**src/rtl/sync_serial_port.sv**
```systemverilog
module sync_serial_port #(
  parameter int PS1  = 3,
  parameter int PS2  = 5,
  parameter int PS3  = 9,
  parameter int BRGW = 8
) (
  input  logic       clk,
  input  logic       rst_n,
  input  logic       wr_en,
  input  logic       rd_en,
  input  logic [2:0] addr,
  input  logic [7:0] wr_data,
  output logic [7:0] rd_data,
  input  logic       sclk_in,
  output logic       sclk_out,
  output logic       sclk_oe,
  output logic       txd_out,
  output logic       txd_oe,
  input  logic       rxd_in,
  input  logic       hs_in,
  output logic       hs_out,
  output logic       hs_oe
);
  localparam int PW = (PS3 > 0) ? PS3 : 1;
  localparam logic [2:0] A_MODE = 3'd0, A_CTL = 3'd1, A_STAT = 3'd2, A_BRG = 3'd3, A_DATA = 3'd4;

  logic [7:0] mode_q, ctl_q, tx_buf, rx_buf, tx_sh, rx_sh;
  logic [BRGW-1:0] brg_q, brg_cnt;
  logic [PW-1:0] pre_cnt, pre_lim;
  logic [2:0] bit_cnt;
  logic te, re, ti, ri, oer, tx_active, txd_bit, sclk_r;
  logic s1, s2, s3, r1, r2;

  wire sync_ok = (mode_q[2:0] == 3'b001) && !mode_q[7];
  wire ext     = mode_q[3];
  wire hs_dir  = ctl_q[2];
  wire hs_off  = ctl_q[4];
  wire od      = ctl_q[5];

  always_comb begin
    case (ctl_q[1:0])
      2'd0:    pre_lim = '0;
      2'd1:    pre_lim = PW'((1 << PS1) - 1);
      2'd2:    pre_lim = PW'((1 << PS2) - 1);
      default: pre_lim = PW'((1 << PS3) - 1);
    endcase
  end

  wire master_run = sync_ok && !ext && tx_active;
  wire tick       = (pre_cnt == pre_lim);
  wire half_end   = master_run && tick && (brg_cnt == '0);
  wire listen     = sync_ok && ext && (tx_active || re);
  wire fall_e     = ext ? (listen && s3 && !s2) : (half_end && sclk_r);
  wire rise_e     = ext ? (listen && s2 && !s3) : (half_end && !sclk_r);
  wire rxd_s      = ext ? r2 : rxd_in;
  wire [7:0] rx_next = {rxd_s, rx_sh[7:1]};
  wire frame_end  = rise_e && (bit_cnt == 3'd7);
  wire cts_ok     = hs_off || hs_dir || !hs_in;
  wire start      = sync_ok && te && !ti && !tx_active && (bit_cnt == 3'd0) && cts_ok;
  wire rd_rx      = rd_en && (addr == A_DATA);

  always_ff @(posedge clk or negedge rst_n) begin
    if (!rst_n) begin
      s1 <= 1'b1; s2 <= 1'b1; s3 <= 1'b1; r1 <= 1'b1; r2 <= 1'b1;
    end else begin
      s1 <= sclk_in; s2 <= s1; s3 <= s2;
      r1 <= rxd_in;  r2 <= r1;
    end
  end

  always_ff @(posedge clk or negedge rst_n) begin
    if (!rst_n) begin
      pre_cnt <= '0;
      brg_cnt <= '0;
      sclk_r  <= 1'b1;
    end else if (!master_run) begin
      pre_cnt <= '0;
      brg_cnt <= brg_q;
      sclk_r  <= 1'b1;
    end else begin
      pre_cnt <= tick ? '0 : pre_cnt + 1'b1;
      if (tick) begin
        if (brg_cnt == '0) begin
          brg_cnt <= brg_q;
          sclk_r  <= !sclk_r;
        end else begin
          brg_cnt <= brg_cnt - 1'b1;
        end
      end
    end
  end

  always_ff @(posedge clk or negedge rst_n) begin
    if (!rst_n) begin
      mode_q <= '0; ctl_q <= '0; brg_q <= '0;
      tx_buf <= '0; rx_buf <= '0; tx_sh <= '0; rx_sh <= '0;
      te <= 1'b0; re <= 1'b0; ti <= 1'b1; ri <= 1'b0; oer <= 1'b0;
      tx_active <= 1'b0; txd_bit <= 1'b1; bit_cnt <= '0;
    end else begin
      if (wr_en) begin
        case (addr)
          A_MODE: mode_q <= wr_data;
          A_CTL:  ctl_q  <= wr_data;
          A_STAT: begin te <= wr_data[0]; re <= wr_data[2]; end
          A_BRG:  brg_q  <= wr_data[BRGW-1:0];
          A_DATA: if (ti) begin tx_buf <= wr_data; ti <= 1'b0; end
          default: ;
        endcase
      end
      if (start) begin
        tx_sh     <= tx_buf;
        ti        <= 1'b1;
        tx_active <= 1'b1;
      end
      if (fall_e && tx_active) begin
        txd_bit <= tx_sh[0];
        tx_sh   <= {1'b1, tx_sh[7:1]};
      end
      if (rise_e) begin
        rx_sh   <= rx_next;
        bit_cnt <= bit_cnt + 1'b1;
      end
      if (rd_rx) ri <= 1'b0;
      if (frame_end) begin
        tx_active <= 1'b0;
        if (re) begin
          if (ri) oer <= 1'b1;
          else begin
            rx_buf <= rx_next;
            ri     <= 1'b1;
          end
        end
      end
      if (!sync_ok) begin
        tx_active <= 1'b0;
        bit_cnt   <= '0;
      end
      if (!re) oer <= 1'b0;
    end
  end

  assign sclk_out = sclk_r;
  assign sclk_oe  = sync_ok && !ext;
  assign txd_out  = od ? 1'b0 : txd_bit;
  assign txd_oe   = sync_ok && (od ? !txd_bit : 1'b1);
  assign hs_oe    = sync_ok && hs_dir && !hs_off;
  assign hs_out   = !(re && !ri);

  always_comb begin
    case (addr)
      A_MODE:  rd_data = mode_q;
      A_CTL:   rd_data = ctl_q;
      A_STAT:  rd_data = {2'b00, !tx_active, oer, ri, re, ti, te};
      A_BRG:   rd_data = 8'(brg_q);
      A_DATA:  rd_data = rx_buf;
      default: rd_data = 8'h00;
    endcase
  end

  assert_cts_gate_R5: assert property (@(posedge clk) disable iff (!rst_n)
    $rose(tx_active) |-> $past(hs_off || hs_dir || !hs_in));
  assert_ti_on_load_R5: assert property (@(posedge clk) disable iff (!rst_n)
    $rose(tx_active) |-> ti);
  assert_clk_idle_R3: assert property (@(posedge clk) disable iff (!rst_n)
    (sclk_oe && !tx_active && !$past(tx_active)) |-> sclk_out);
  assert_ri_on_frame_R8: assert property (@(posedge clk) disable iff (!rst_n)
    (frame_end && re && !rd_rx) |=> ri);
  assert_overrun_hold_R9: assert property (@(posedge clk) disable iff (!rst_n)
    (frame_end && re && ri && !rd_rx) |=> (oer && $stable(rx_buf)));
endmodule

```
**config.mk**
```make
export PLATFORM = sky130hd
export DESIGN_NAME = sync_serial_port
export DESIGN_NICKNAME = d
export VERILOG_FILES = /design/src/rtl/sync_serial_port.sv
export SDC_FILE = /design/constraint.sdc
export NUM_CORES = 1
export LEC_CHECK = 0
export ABC_AREA = 1
export BUFFER_PORTS_ARGS = -buffer_cell sky130_fd_sc_hd__buf_2
export CORE_UTILIZATION = 60
export DETAILED_ROUTE_END_ITERATION = 6
export GPL_TIMING_DRIVEN = 0
export PLACE_DENSITY = 0.91
export SETUP_SLACK_MARGIN = 0.2
export SLEW_MARGIN = 10
export SYNTH_ARGS = -nofsm -noshare
export SYNTH_HDL_FRONTEND = slang
export SYNTH_SLANG_ARGS = --single-unit
```
**constraint.sdc**
```tcl
create_clock -name clk -period 2.2 [get_ports clk]
set_input_delay 0.22 -clock clk [delete_from_list [all_inputs] [get_ports clk]]
set_output_delay 0.22 -clock clk [all_outputs]
set_load 0.05 [all_outputs]
```
==> results.sh, run 1 <==
export IMPL_p_per_area_mw_per_mm2=873.5
export IMPL_peakVddDrop_mv=0.5311
export IMPL_synth_seq_cells=88
export IMPL_yosys_warnings=0
export IMPL_hold_viol=0
export IMPL_setup_viol=0
export IMPL_grt_max_degree=46
export IMPL_grt_overflow=0
export IMPL_ctsLongestPathBuffers=2
export IMPL_worstSetupEndpointType="primary output"
export IMPL_dp_hpwl_um=7136
export IMPL_grt_pass1_wl_um=16100
export IMPL_synthesis_area_mm2=0.004270
export IMPL_holdPathEnd="ri"
export IMPL_path_clk_slew_ns=0.08
export IMPL_hold_start="rd_en"
export IMPL_r2r_setup_slack_ns=0.33
export IMPL_avgViaCountPerCell=5.560
export IMPL_clk_latency_ns=0.35
export IMPL_final_common_cell="nand2_1"
export IMPL_finalMaxSlewViolations=0
export IMPL_io_pins=32
export IMPL_synth_seq_area_share_pct=51.80
export IMPL_yosysTopAreaCell="dfrtp_1"
export IMPL_register_area_mm2=0.002212
export IMPL_worstSetupPathType="reg2out"
export IMPL_maxCapViolCount=0
export IMPL_slowest_stage="dfrtp_1"
export IMPL_clock_sinks=88
export IMPL_cts_made_buffers=9
export IMPL_gp_congestion=0.9163
export IMPL_p_leak_nw=2.480
export IMPL_ant_nets=0
export IMPL_rows=30
export IMPL_final_area_mm2=0.004850
export IMPL_tns_ns=0
export IMPL_slowest_delay_ns=0.40
export IMPL_h_tree_depth=3
export IMPL_area_growth_pct=13.57
export IMPL_dr_total_vias=3725
export IMPL_outcome="finished, final reports clean"
export IMPL_period_share_pct=87.17
export IMPL_tightest_slew_ns=0.5798
export IMPL_drive_gt1_share_pct=17.94
export IMPL_grt_setup_unrepaired="yes"
export IMPL_start_util_pct=62.51
export IMPL_dpl_cell_area_mm2=0.004568
export IMPL_dieArea_mm2=0.007459
export IMPL_synthCells=521
export IMPL_crit_arrival_ns=1.70
export IMPL_period_needed_ns=1.918
export IMPL_die_w_um=86.37
export IMPL_cts_root_buffer="clkbuf_8"
export IMPL_worstPathRequired_ns=1.98
export IMPL_ff2ff_path_depth=9
export IMPL_cp_start_kind="flop"
export IMPL_whs_path_depth=4
export IMPL_timing_fmax_mhz=521.5
export IMPL_wl_per_cell_um=14.79
export IMPL_cts_tree="yes"
export IMPL_core_area_mm2=0.006832
export IMPL_insertedDiodeCount=0
export IMPL_finClkSkew_ns=0.01082
export IMPL_wl_um=9906
export IMPL_synth_area_per_cell_um2=8.196
export IMPL_reg2reg_to="rx_buf[1]"
export IMPL_p_total_mw=4.236
export IMPL_layout_common_cells="nand2_1, dfrtp_1, inv_1"
export IMPL_synth_nets=545
export IMPL_cp_cell_sequence="nor2_1 -> nand2_1 -> nor3_1 -> buf_2"
export IMPL_r2r_start="mode_q[3]"
export IMPL_port_buffers=31
export IMPL_die_y_um=86.37
export IMPL_synth_area_leaders="dfrtp_1, nand2_1, dfstp_2"
export IMPL_drc=0
export IMPL_multiInputGateArea_mm2=0.001784
export IMPL_finalNetCount=593
export IMPL_grt_use_total_pct=28.09
export IMPL_grt_pass1_vias=3497
export IMPL_drt_initial_drc_count=298
export IMPL_worstPathMaxFanout=6
export IMPL_antenna_found_initial=0
export IMPL_synth_top_cell_area_share_pct=46.88
export IMPL_min_path_type="in2reg"
export IMPL_fillerInstances=537
export IMPL_slew_headroom_pct=61.35
export IMPL_dr_pass1_iters=5
export IMPL_ys_types=36
routing by layer:
layer	track usage [%]	vias to the layer above	part of all wire [%]
met4	14.55	0	4.3
li1	-	1791	-
met2	46.32	158	47
met5	0	-	0
met1	36.02	1731	42
met3	4.667	45	6.5
per-stage QoR:
step                instances  setup slack [ns]  util, %  hold slack, ns
floorplan                 521            0.2798        -        -0.07559
global placement          648            0.1884    66.54          0.3246
detailed placement        649            0.3224    66.87          0.2585
CTS                       668            0.2758    70.66          0.1169
global route              670            0.1648    70.99          0.1409
finish                    670            0.2824    70.99          0.1215
cell usage after synthesis:
| cell | count |
|---|---|
| xnor2_1 | 2 |
| nand2_1 | 183 |
| a21boi_1 | 1 |
| dfrtp_1 | 80 |
| a21oi_1 | 10 |
| inv_2 | 12 |
| a221oi_1 | 3 |
| nor3_2 | 2 |
| buf_2 | 5 |
| nor3b_1 | 2 |
| inv_1 | 41 |
| dfstp_2 | 8 |
| a221o_1 | 1 |
| a31oi_1 | 1 |
| nand4_1 | 13 |
| o211ai_1 | 4 |
| nand3_1 | 24 |
| clkbuf_1 | 4 |
| nor2_4 | 1 |
| o21ai_1 | 33 |
| xor2_1 | 5 |
| o2111ai_1 | 1 |
| nor3_4 | 1 |
| nor2_1 | 23 |
| nor2_2 | 5 |
| nor3_1 | 5 |
| buf_6 | 4 |
| ha_1 | 6 |
| nand3_4 | 1 |
| o21ai_0 | 26 |
| nor4_1 | 3 |
| o22ai_1 | 1 |
| clkinv_2 | 1 |
| nand3_2 | 1 |
| a21oi_2 | 1 |
| nand2_2 | 7 |
worst max-delay path, delay by kind of cell (launching register included):
| kind | cells | cell delay (ns) |
|---|---|---|
| buffers and inverters | 1 | 0.31 |
| AND/OR/NAND/NOR | 3 | 0.65 |
| flip-flops | 1 | 0.40 |
flip-flops by register name, summed over array words and instances, names as in the netlist, 3 cells and up:
| name | cells |
|---|---|
| pre_cnt | 9 |
| brg_cnt | 8 |
| brg_q | 8 |
| ctl_q | 8 |
| mode_q | 8 |
| rx_buf | 8 |
| tx_buf | 8 |
| tx_sh | 8 |
| rx_sh | 7 |
| bit_cnt | 3 |
cell families after synthesis:
logic type	count (synthesis)	synth area share, %
flip-flops	88	51.80
adder cells (fa/ha/maj)	6	1.758
AO/OA/AOI/OAI	82	10.52
XOR/XNOR	7	1.436
AND/OR/NAND/NOR	271	27.72
buffers and inverters	67	6.768
area by class of cell:
type | instances | area share [%]
Timing Repair Buffer | 36 | 4.438
Inverter | 54 | 4.205
Multi-Input combinational cell | 367 | 36.79
Tap cell | 96 | 2.477
Clock buffer | 10 | 2.838
Sequential cell | 88 | 45.61
Buffer | 13 | 1.754
Clock inverter | 6 | 1.883
worst max path at each step:
stage | cells after the start | to | slack, ns | start
5_1_grt | 12 | bit_cnt[2] | 0.16 | brg_cnt[0]
6_report | 4 | hs_oe | 0.28 | mode_q[2]
3_5_place_dp | 7 | rd_data[0] | 0.32 | addr[2]
3_3_place_gp | 1 | tx_sh[5] | 0.19 | rst_n
2_1_floorplan | 3 | hs_oe | 0.28 | mode_q[2]
4_1_cts | 12 | rx_buf[1] | 0.28 | brg_cnt[0]
where the power goes:
| part | internal [mW] | switching, mW |
|---|---|---|
| Combinational | 0.294 | 0.573 |
| Clock | 0.677 | 0.574 |
| Sequential | 1.91 | 0.204 |
timing repair:
item / CTS / global route
hold buffers: 3 / 0
endpoints found under the hold margin: 44 / 0
buffers inserted: 0 / 1
gates resized for setup: 0 / 4
endpoints found under the setup margin: 0 / 16
Note: power is estimated with default switching activity, not from simulation.
==> inputs of run 2 (changes only) <==
--- a/config.mk
+++ b/config.mk
@@ -7,10 +7,12 @@
 export LEC_CHECK = 0
 export ABC_AREA = 1
 export BUFFER_PORTS_ARGS = -buffer_cell sky130_fd_sc_hd__buf_2
-export CORE_UTILIZATION = 60
+export CELL_PAD_IN_SITES_DETAIL_PLACEMENT = 1
+export CELL_PAD_IN_SITES_GLOBAL_PLACEMENT = 2
+export CORE_UTILIZATION = 30
 export DETAILED_ROUTE_END_ITERATION = 6
 export GPL_TIMING_DRIVEN = 0
-export PLACE_DENSITY = 0.91
+export PLACE_DENSITY = 0.79
 export SETUP_SLACK_MARGIN = 0.2
 export SLEW_MARGIN = 10
 export SYNTH_ARGS = -nofsm -noshare
==> run 2 against run 1 <==
Compared with the run above:
- register-to-register slack improved by 0.02 ns
- cell area up 3.8%
- sequential share of layout area is 1.7 points lower
- via count decreased by 3.1%
- highest routed layer unchanged
==> results.sh, run 2 (same netlist as run 1, synthesis figures left out) <==
export IMPL_rows=43
export IMPL_met2_usage_pct=28.91
export IMPL_port_buffers=31
export IMPL_die_w_um=121.3
export IMPL_regMostFlops="pre_cnt"
export IMPL_worstSetupPathType="reg2out"
export IMPL_slowest_stage="dfrtp_1"
export IMPL_whs_path_depth=4
export IMPL_cp_cell_sequence="nor2_1 -> nand2_2 -> nor3_2 -> buf_2"
export IMPL_gp_congestion=0.7876
export IMPL_finalMaxSlewViolations=0
export IMPL_period_share_pct=87.59
export IMPL_slowest_delay_ns=0.40
export IMPL_cts_root_buffer="clkbuf_16"
export IMPL_period_needed_ns=1.927
export IMPL_wl_per_cell_um=15.60
export IMPL_ctsLongestPathBuffers=2
export IMPL_hold_viol=0
export IMPL_tns_ns=0
export IMPL_antenna_found_initial=0
export IMPL_grt_pass1_wl_um=19600
export IMPL_grt_overflow=0
export IMPL_path_clk_slew_ns=0.07
export IMPL_layout_common_cells="nand2_1, dfrtp_1, inv_1"
export IMPL_final_common_cell="nand2_1"
export IMPL_grt_setup_unrepaired="no"
export IMPL_avgViaCountPerCell=4.792
export IMPL_dr_pass1_iters=4
export IMPL_area_growth_pct=17.90
export IMPL_ant_nets=0
export IMPL_wl_um=11750
export IMPL_clk_latency_ns=0.36
export IMPL_dr_total_vias=3608
export IMPL_finalNetCount=592
export IMPL_p_total_mw=4.537
export IMPL_crit_arrival_ns=1.71
export IMPL_largest_reg_flops=9
export IMPL_grt_use_total_pct=17.71
export IMPL_hold_start="rd_en"
export IMPL_h_tree_depth=3
export IMPL_r2r_start="mode_q[2]"
export IMPL_timing_fmax_mhz=519.0
export IMPL_groute_layer_met3_usage_pct=3.665
export IMPL_drc=0
export IMPL_ff2ff_path_depth=9
export IMPL_top_usage_layer="met2"
export IMPL_cts_tree="yes"
export IMPL_outcome="finished, final reports clean"
export IMPL_p_leak_nw=2.520
export IMPL_finClkSkew_ns=0.01011
export IMPL_reg2reg_to="brg_cnt[4]"
export IMPL_insertedDiodeCount=0
export IMPL_worstPathMaxFanout=6
export IMPL_grt_max_degree=52
export IMPL_io_pins=32
export IMPL_holdPathEnd="ri"
export IMPL_grt_pass1_vias=3760
export IMPL_drt_initial_drc_count=110
export IMPL_tightest_slew_ns=0.5320
export IMPL_cp_start_kind="flop"
export IMPL_cts_made_buffers=9
export IMPL_drive_gt1_share_pct=17.98
export IMPL_die_y_um=121.3
export IMPL_clock_sinks=88
export IMPL_peakVddDrop_mv=0.3533
export IMPL_crit_path_start="mode_q[2]"
export IMPL_start_util_pct=30.76
export IMPL_maxCapViolCount=0
export IMPL_p_per_area_mw_per_mm2=901.1
export IMPL_worstSetupEndpointType="primary output"
export IMPL_dp_hpwl_um=8945
export IMPL_r2r_setup_slack_ns=0.35
export IMPL_min_path_type="in2reg"
export IMPL_use_met1_pct=22.41
export IMPL_slew_headroom_pct=64.21
export IMPL_core_area_mm2=0.01388
export IMPL_dieArea_mm2=0.01472
export IMPL_setup_viol=0
export IMPL_worstPathRequired_ns=1.98
## run 2: report_power, final
group          internal [mW]  leakage [nW]  switching (mW)
Sequential              1.92          1.13           0.212
Clock                  0.800         0.146           0.742
Combinational          0.295          1.24           0.571
## run 2: worst max path at each step
stage	to	slack, ns	cells after the start
floorplan	hs_oe	0.28	3
global placement	tx_sh[7]	0.02	1
detailed placement	rd_data[6]	0.22	8
CTS	rd_data[6]	0.21	8
global route	rx_buf[7]	0.21	12
finish	hs_oe	0.27	4
## run 2: area by class of cell
| class | instances | area [um^2] |
|---|---|---|
| plain buffers | 12 | 81.33 |
| clock buffers | 9 | 225.2 |
| clock inverters | 7 | 71.32 |
| fillers | 1691 | 8846 |
| inverters | 54 | 203.9 |
| multi-input cells | 366 | 1785 |
| flip-flops and latches | 88 | 2212 |
| well taps | 180 | 225.2 |
| repair buffers | 37 | 230.2 |
## run 2: routing by layer
layer	part of all wire (%)	vias up
li1	-	1781
met1	47	1772
met2	48	40
met3	2.5	15
met4	2.6	0
met5	0	-
## run 2: what timing repair did
action / in CTS / in global routing
resized for setup: 2 / 3
pin swaps: 0 / 2
setup buffers: 0 / 2
hold buffers: 3 / 0
setup endpoints to repair: 1 / 26
hold endpoints to repair: 33 / 0
## run 2: per-stage QoR
stage	std cells	util [%]	area, um^2	hold slack, ns	setup slack [ns]
after global routing	753	36.27	5035	0.1523	0.2150
after detailed placement	733	33.72	4681	0.2430	0.2177
after floorplan	521	-	4270	-0.07559	0.2798
after CTS	752	36.13	5015	0.1175	0.2145
final	753	36.27	5035	0.1219	0.2730
after global placement	732	33.50	4651	0.3295	0.02123
## run 2: critical path: cells and delay by family (launching register included)
kind                   cells  cell delay (ns)
DFF                        1             0.40
and+or+nand+nor            3             0.64
buffers and inverters      1             0.31
